$ cat config.mk
export PLATFORM = sky130hd
export DESIGN_NAME = wdog_ta
export DESIGN_NICKNAME = d
export VERILOG_FILES = /design/src/rtl/wdog_ta.sv
export SDC_FILE = /design/constraint.sdc
export NUM_CORES = 1
export LEC_CHECK = 0
export BUFFER_PORTS_ARGS = -buffer_cell sky130_fd_sc_hd__clkbuf_2
export CELL_PAD_IN_SITES_DETAIL_PLACEMENT = 0
export CELL_PAD_IN_SITES_GLOBAL_PLACEMENT = 1
export CORE_MARGIN = 8
export CORE_UTILIZATION = 40
export CTS_CLUSTER_SIZE = 14
export DETAILED_ROUTE_END_ITERATION = 7
export GPL_ROUTABILITY_DRIVEN = 0
export PLACE_DENSITY_LB_ADDON = 0.08
export SYNTH_ARGS = -nofsm -noshare
export SYNTH_HDL_FRONTEND = slang
export SYNTH_SLANG_ARGS = --single-unit
$ cat constraint.sdc
create_clock -name clk -period 3.3 [get_ports clk]
set_input_delay 0.33 -clock clk [delete_from_list [all_inputs] [get_ports clk]]
set_output_delay 0.33 -clock clk [all_outputs]
set_load 0.02 [all_outputs]
$ cat src/rtl/wdog_ta.sv
module wdog_ta #(
  parameter int          CLK_PER_MC = 12,
  parameter int          TIMEOUT_MC = 122880,
  parameter int          HOLD_CLKS  = 8192,
  parameter int          UNLOCK_MC  = 4,
  parameter int          RST_MC     = 2,
  parameter int          AW         = 8,
  parameter logic [AW-1:0] TA_ADDR  = 8'hE5,
  parameter logic [AW-1:0] CTL_ADDR = 8'hE6
) (
  input  logic          clk,
  input  logic          rst_n,
  input  logic          wr_en,
  input  logic [AW-1:0] wr_addr,
  input  logic [7:0]    wr_data,
  input  logic          stat_rd,
  output logic          cpu_rst,
  output logic          wd_en,
  output logic          wd_restart,
  output logic          wd_flag
);
  localparam int WIN  = UNLOCK_MC * CLK_PER_MC;
  localparam int RLEN = RST_MC * CLK_PER_MC;
  localparam int PW   = (CLK_PER_MC > 1) ? $clog2(CLK_PER_MC) : 1;
  localparam int TW   = (TIMEOUT_MC > 1) ? $clog2(TIMEOUT_MC) : 1;
  localparam int HW   = $clog2(HOLD_CLKS + 1);
  localparam int WW   = $clog2(WIN + 1);
  localparam int RW   = $clog2(RLEN + 1);

  logic [PW-1:0] pre_cnt;
  logic [TW-1:0] tmo_cnt;
  logic [HW-1:0] hold_cnt;
  logic [WW-1:0] win_cnt;
  logic [RW-1:0] rst_cnt;
  logic          armed;

  logic busy, wr_ok, rd_ok, ta_wr, win_open, ctl_wr, restart, mc_tick, expire;
  logic hold_act, tmo_idle;

  assign busy     = rst_cnt != '0;
  assign wr_ok    = wr_en && !busy;
  assign rd_ok    = stat_rd && !busy;
  assign ta_wr    = wr_ok && (wr_addr == TA_ADDR);
  assign win_open = win_cnt != '0;
  assign ctl_wr   = wr_ok && (wr_addr == CTL_ADDR) && win_open;
  assign restart  = ctl_wr && wr_data[0];
  assign mc_tick  = pre_cnt == PW'(CLK_PER_MC - 1);
  assign expire   = !busy && !restart && mc_tick && (tmo_cnt == TW'(TIMEOUT_MC - 1));
  assign hold_act = hold_cnt != '0;
  assign tmo_idle = (tmo_cnt == '0) && (pre_cnt == '0);
  assign cpu_rst  = busy;

  always_ff @(posedge clk or negedge rst_n) begin
    if (!rst_n) begin
      pre_cnt <= '0;
      tmo_cnt <= '0;
    end else if (busy || restart) begin
      pre_cnt <= '0;
      tmo_cnt <= '0;
    end else if (mc_tick) begin
      pre_cnt <= '0;
      tmo_cnt <= (tmo_cnt == TW'(TIMEOUT_MC - 1)) ? '0 : tmo_cnt + 1'b1;
    end else begin
      pre_cnt <= pre_cnt + 1'b1;
    end
  end

  always_ff @(posedge clk or negedge rst_n) begin
    if (!rst_n) begin
      armed   <= 1'b0;
      win_cnt <= '0;
    end else if (busy) begin
      armed   <= 1'b0;
      win_cnt <= '0;
    end else begin
      if (wr_ok) armed <= ta_wr && (wr_data == 8'hAA);
      if (ta_wr && armed && (wr_data == 8'h55)) win_cnt <= WW'(WIN);
      else if (ta_wr || ctl_wr)                 win_cnt <= '0;
      else if (win_open)                        win_cnt <= win_cnt - 1'b1;
    end
  end

  always_ff @(posedge clk or negedge rst_n) begin
    if (!rst_n) begin
      wd_en      <= 1'b1;
      wd_restart <= 1'b0;
    end else begin
      if (ctl_wr) wd_en <= wr_data[1];
      wd_restart <= restart;
    end
  end

  always_ff @(posedge clk or negedge rst_n) begin
    if (!rst_n)                rst_cnt <= '0;
    else if (expire && wd_en)  rst_cnt <= RW'(RLEN);
    else if (busy)             rst_cnt <= rst_cnt - 1'b1;
  end

  always_ff @(posedge clk or negedge rst_n) begin
    if (!rst_n)                 hold_cnt <= '0;
    else if (restart || busy)   hold_cnt <= '0;
    else if (expire)            hold_cnt <= wd_en ? '0 : HW'(HOLD_CLKS);
    else if (hold_act)          hold_cnt <= hold_cnt - 1'b1;
  end

  always_ff @(posedge clk or negedge rst_n) begin
    if (!rst_n)                   wd_flag <= 1'b0;
    else if (expire)              wd_flag <= 1'b1;
    else if (rd_ok && !hold_act)  wd_flag <= 1'b0;
  end
endmodule

==> results.json, run 1 <==
{
  "p_leak_nw": 1.52,
  "vias": 2129,
  "skew_ps": 8.90,
  "routedWlPerCell_um": 14.9,
  "seq_area_frac_synth_pct": 45.5,
  "synth_edf_count": 0,
  "worst_hold_path_type": "primary input to async pin",
  "io_buffers": 23,
  "drcViolationCount": 0,
  "tightest_slew_ps": 823,
  "drt-pass1-iter-count": 4,
  "status": "completed",
  "synthesis.nets": 309,
  "place_area_um2": 2950,
  "cts_buffer_depth": 2,
  "pwr_density_cell_nw_per_um2": 467,
  "worstPathMaxFanout": 13,
  "area_growth_pct": 11.3,
  "drt-total-wl_um": 5810,
  "slew_viol_final": 0,
  "fp.dieW_um": 99.0,
  "cap_viol_max_count": 0,
  "core_um2": 6720,
  "instances_no_fill": 390,
  "antenna_found_initial": 0,
  "grtUsageTotal_pct": 13.2,
  "worst_setup_path_start_kind": "register",
  "cp-end-kind": "output port",
  "io_pins": 24,
  "cts-resized-gates": 0,
  "start_util_pct": 41.0,
  "slew_headroom_pct": 45.2,
  "worstSkewPairLatency_ps": 300,
  "vias_per_cell": 5.46,
  "async_reset_ff_share_pct": 100,
  "clk_pin_slew_ps": 90,
  "synth-seq-cells": 50,
  "numCtsBuffers": 5,
  "die_area_um2": 9800,
  "cts_tree": "yes",
  "final_layout_size_suffix_gt1_share_pct": 16.1,
  "post_cts_buffers": 0,
  "crit_type": "register to output port",
  "grt_start_max_net_pins": 33,
  "ys_types": 57,
  "cts_sinks": 50,
  "drt_iter0_markers": 112,
  "overflow": 0,
  "fillers": 631,
  "worstPathRequired_ps": 2970,
  "tns_ps": 0,
  "report.final.hold_viol_count": 0,
  "finalSetupViolations": 0,
  "h-tree-depth": 2,
  "timing.final.crit_share_pct": 78.3,
  "critical_path_arrival_ps": 2250,
  "syn_inst": 282,
  "final_area_um2": 3060,
  "nets": 336,
  "fmax_ghz": 0.387,
  "ant_nets": 0,
  "grt_pass1_vias": 2227,
  "die_y_um": 99.0,
  "peakVddDrop_mv": 0.242,
  "diodes": 0,
  "grt_pass1_wl_um": 10500,
  "ctsHoldBuffers": 0,
  "fp-row-count": 30,
  "placedCellCount": 382,
  "yosysWarnings": 0,
  "period_minus_slack_ps": 2580,
  "hpwl_um": 4300,
  "avgSynthCellArea_um2": 9.77,
  "rsz0062_at_grt": "false",
  "cts-root-buf": "clkbuf_8",
  "synth_flop_cell": "dfrtp_1",
  "syn_area_um2": 2750
}
[worst max-delay path, stage by stage, from the launching register on]
cell	delay, ps
dfrtp_1	380
inv_1	110
ha_1	180
nor4b_4	580
clkinv_1	440
clkbuf_2	260
[state kept, by name, summed over array words and instances (netlist names)]
signal      count
armed           1
hold_cnt       14
pre_cnt         4
rst_cnt         5
tmo_cnt        17
wd_en           1
wd_flag         1
wd_restart      1
win_cnt         6
[per-stage QoR]
stage / setup slack, ps / hold WS (ps) / total power [mW] / utilization, %
after floorplan: 1450 / 34.4 / 0.949 / -
after global placement: 972 / 466 / 1.03 / 44.0
after detailed placement: 891 / 467 / 1.03 / 44.0
after CTS: 680 / 132 / 1.45 / 45.6
after global routing: 565 / 165 / 1.52 / 45.6
final: 716 / 103 / 1.43 / 45.6
[synthesized netlist by cell type, types with 4 or more instances]
cell       n  share of area [%]
dfrtp_1   49                 45
nor3_1    10                1.8
ha_1       7                3.2
xnor2_1    8                2.5
nand2b_1   5                1.1
nand3_1   13                2.4
a21oi_1   19                3.5
nor2_1    33                4.5
a211oi_1   4                1.1
o21ai_0   10                1.8
nand4_1   10                2.3
inv_1     10                1.4
nand2_1   22                3.0
mux2i_1    4                1.5
xor2_1     9                2.9
or4_1      6                1.6
[cell usage in the layout (no fill, tap or decap), types with 4 or more instances in the layout]
cell type   n
nand3_1    13
or4_1       6
o21ai_0    10
dfrtp_1    49
a211oi_1    4
a21oi_1    19
nor3_1     10
nand4_1    10
xor2_1      9
mux2i_1     4
clkbuf_8    8
ha_1        7
clkbuf_2   23
nor2_1     33
xnor2_1     8
nand2b_1    5
nand2_1    22
inv_1      10
[final cells by class]
class	count	area [µm²]	area share (%)
clock buffer	8	110	3.59
inverter	11	41.3	1.35
multi-input combinational	216	1430	46.7
sequential	50	1250	40.9
tap	80	100	3.27
timing repair buffer	25	130	4.25
[power breakdown]
part / internal [mW] / switching [mW] / total, mW
Combinational: 0.123 / 0.121 / 0.244
Clock: 0.212 / 0.205 / 0.417
Sequential: 0.691 / 0.0800 / 0.771
Total: 1.03 / 0.406 / 1.43
[worst paths after layout]
| check | end | slack, ps | startpoint | cells after the start |
|---|---|---|---|---|
| hold reg to reg | pre_cnt[0] | 480 | pre_cnt[0] | 1 |
| hold / removal | hold_cnt[6] | 100 | rst_n | 1 |
| max in group asynchronous | win_cnt[1] | 2420 | rst_n | 2 |
| setup reg to reg | win_cnt[5] | 900 | rst_cnt[0] | 7 |
| setup / recovery | cpu_rst | 720 | rst_cnt[0] | 5 |
| min in group clk | wd_en | 250 | wr_data[1] | 3 |
[routing by layer]
layer	GRT usage (%)	share of wire, %
met1	18.4	53
met2	19.6	42
met3	3.03	3.6
met4	3.66	1.1
met5	0	0
[logic make-up (layout without fill, tap and decap cells)]
logic type,after synthesis,after routing,synth area share (%)
and+or+nand+nor,138,138,29.9
AOI/OAI and AO/OA,50,50,11.9
DFF,50,50,45.5
xor gates and xnor gates,17,17,5.41
buffers and inverters,16,44,2.59
adders and majority gates,7,7,3.18
muxes,4,4,1.45
Note: power is estimated with default switching activity, not from simulation.
==> run 2: changes to the inputs <==
==> constraint.sdc (replaced) <==
create_clock -name clk -period 2.45 [get_ports clk]
set_input_delay 0.245 -clock clk [delete_from_list [all_inputs] [get_ports clk]]
set_output_delay 0.245 -clock clk [all_outputs]
set_load 0.02 [all_outputs]
==> results.json, run 2 (same netlist as run 1, synthesis figures left out) <==
{
  "status": "completed",
  "fp-row-count": 30,
  "place_area_um2": 2990,
  "combPwrFrac_pct": 17.6,
  "r2r_slack_ps": 380,
  "top_register": "tmo_cnt",
  "cp_slowest_stage_delay_ps": 490,
  "cts_sinks": 50,
  "vias": 2119,
  "finalSetupViolations": 0,
  "clk_pin_slew_ps": 90,
  "numCtsBuffers": 5,
  "grt_start_max_net_pins": 51,
  "worstSetupStartpoint": "win_cnt[0]",
  "hold_slack_ps": 33.0,
  "reg.largest.list": "tmo_cnt x17, hold_cnt x14, win_cnt x6",
  "mostFrequentLayoutCell": "dfrtp_1",
  "utilization_pct": 45.9,
  "fmax_ghz": 0.483,
  "drcViolationCount": 0,
  "io_buffers": 23,
  "power.net_switching_uw": 557,
  "critPathTopFamily": "simple AND/OR/NAND/NOR gates",
  "die_area_um2": 9800,
  "slew_headroom_pct": 56.9,
  "placedCellCount": 387,
  "largest_reg_flops": 17,
  "critical_path_arrival_ps": 2300,
  "slew_viol_final": 0,
  "peakVddDrop_mv": 0.360,
  "worst_hold_path_type": "primary input to async pin",
  "area_growth_pct": 12.1,
  "crit_type": "register to register",
  "p_seq_share_pct": 55.3,
  "fp.dieW_um": 99.0,
  "io_pins": 24,
  "fin_ws_ps": 378,
  "final_layout_size_suffix_gt1_share_pct": 17.5,
  "cap_viol_max_count": 0,
  "overflow": 0,
  "start_util_pct": 41.0,
  "worstSkewPairLatency_ps": 300,
  "cp_num_buf_inv": 1,
  "routedWlPerCell_um": 14.5,
  "tightest_slew_ps": 646,
  "internal_power_mw": 1.32,
  "power.total_mw": 1.88,
  "ant_nets": 0,
  "cts-resized-gates": 0,
  "cts_tree": "yes",
  "post_cts_buffers": 0,
  "antenna_found_initial": 0,
  "timing.final.crit_share_pct": 84.6,
  "h-tree-depth": 2,
  "period_minus_slack_ps": 2070,
  "report.final.hold_viol_count": 0,
  "p_leak_nw": 1.53,
  "clockPowerShare_pct": 27.1,
  "cp_slowest_cell": "or4b_4",
  "instances_no_fill": 395,
  "grtUsageTotal_pct": 12.5,
  "diodes": 0,
  "drt-total-wl_um": 5740,
  "die_y_um": 99.0,
  "crit_chain": "inv_1 > ha_1 > or4b_4 > o21ai_4 > o31a_2 > nand3_1 > a21oi_1",
  "final_area_um2": 3090,
  "hpwl_um": 4240,
  "rsz0062_at_grt": "false",
  "drt_iter0_markers": 58,
  "grt_pass1_vias": 2190,
  "drt-pass1-iter-count": 4,
  "nets": 341,
  "vias_per_cell": 5.36,
  "r2r_end": "hold_cnt[7]",
  "switching_share_pct": 29.6,
  "cp-end-kind": "register",
  "worstPathMaxFanout": 6,
  "reg2reg_from": "win_cnt[0]",
  "worst_setup_path_start_kind": "register",
  "pwr_density_cell_nw_per_um2": 609,
  "skew_ps": 5.61,
  "cts-root-buf": "clkbuf_8",
  "place_ws_ps": 389,
  "worstPathRequired_ps": 2680,
  "tns_ps": 0,
  "reg2reg_depth": 7,
  "cts_buffer_depth": 2,
  "ctsHoldBuffers": 0,
  "final_cell_mix": "dfrtp_1 (49), nor2_1 (33), clkbuf_2 (23)",
  "grt_pass1_wl_um": 10200,
  "core_um2": 6720
}
run 2: changes by cell type in the layout (fill, tap and decap cells not counted), sizes merged:
cell / previous run / this run
clkinv: 1 / 2
clkinvlp: 0 / 1
buf: 2 / 7
clkbuf: 31 / 29
run 2: power by group through the flow:
stage                     logic, mW  clock network [mW]  registers [mW]
final                         0.331               0.510            1.04
after global placement        0.332                   0            1.05
after global routing          0.380               0.551            1.06
after floorplan               0.247                   0            1.03
after detailed placement      0.338                   0            1.06
after CTS                     0.338               0.531            1.04
run 2: layout make-up:
class                      instances  area (µm²)
clock buffer                       6        82.6
inverter                          11        41.3
fill                             657        3630
tap                               80         100
sequential                        50        1250
timing repair buffer              30         168
multi-input combinational        216        1430
clock inverter                     2        12.5
run 2: how the worst max path moves through the flow:
stage,end,slack [ps],cells past startpoint
3_5_place_dp,hold_cnt[7],390,7
2_1_floorplan,win_cnt[5],600,7
5_1_grt,hold_cnt[7],230,7
3_3_place_gp,hold_cnt[3],430,7
4_1_cts,hold_cnt[7],360,7
6_report,hold_cnt[7],380,7
run 2: metal layers:
| layer | vias to the layer above | wire, µm | GRT usage, % | part of all wire, % |
|---|---|---|---|---|
| met1 | 989 | 2840 | 15.8 | 50 |
| met2 | 36 | 2640 | 20.6 | 46 |
| met5 | - | 0 | 0 | 0 |
| met3 | 7 | 194 | 2.89 | 3.4 |
| met4 | 0 | 59 | 3.54 | 1.0 |
| li1 | 1087 | - | - | - |
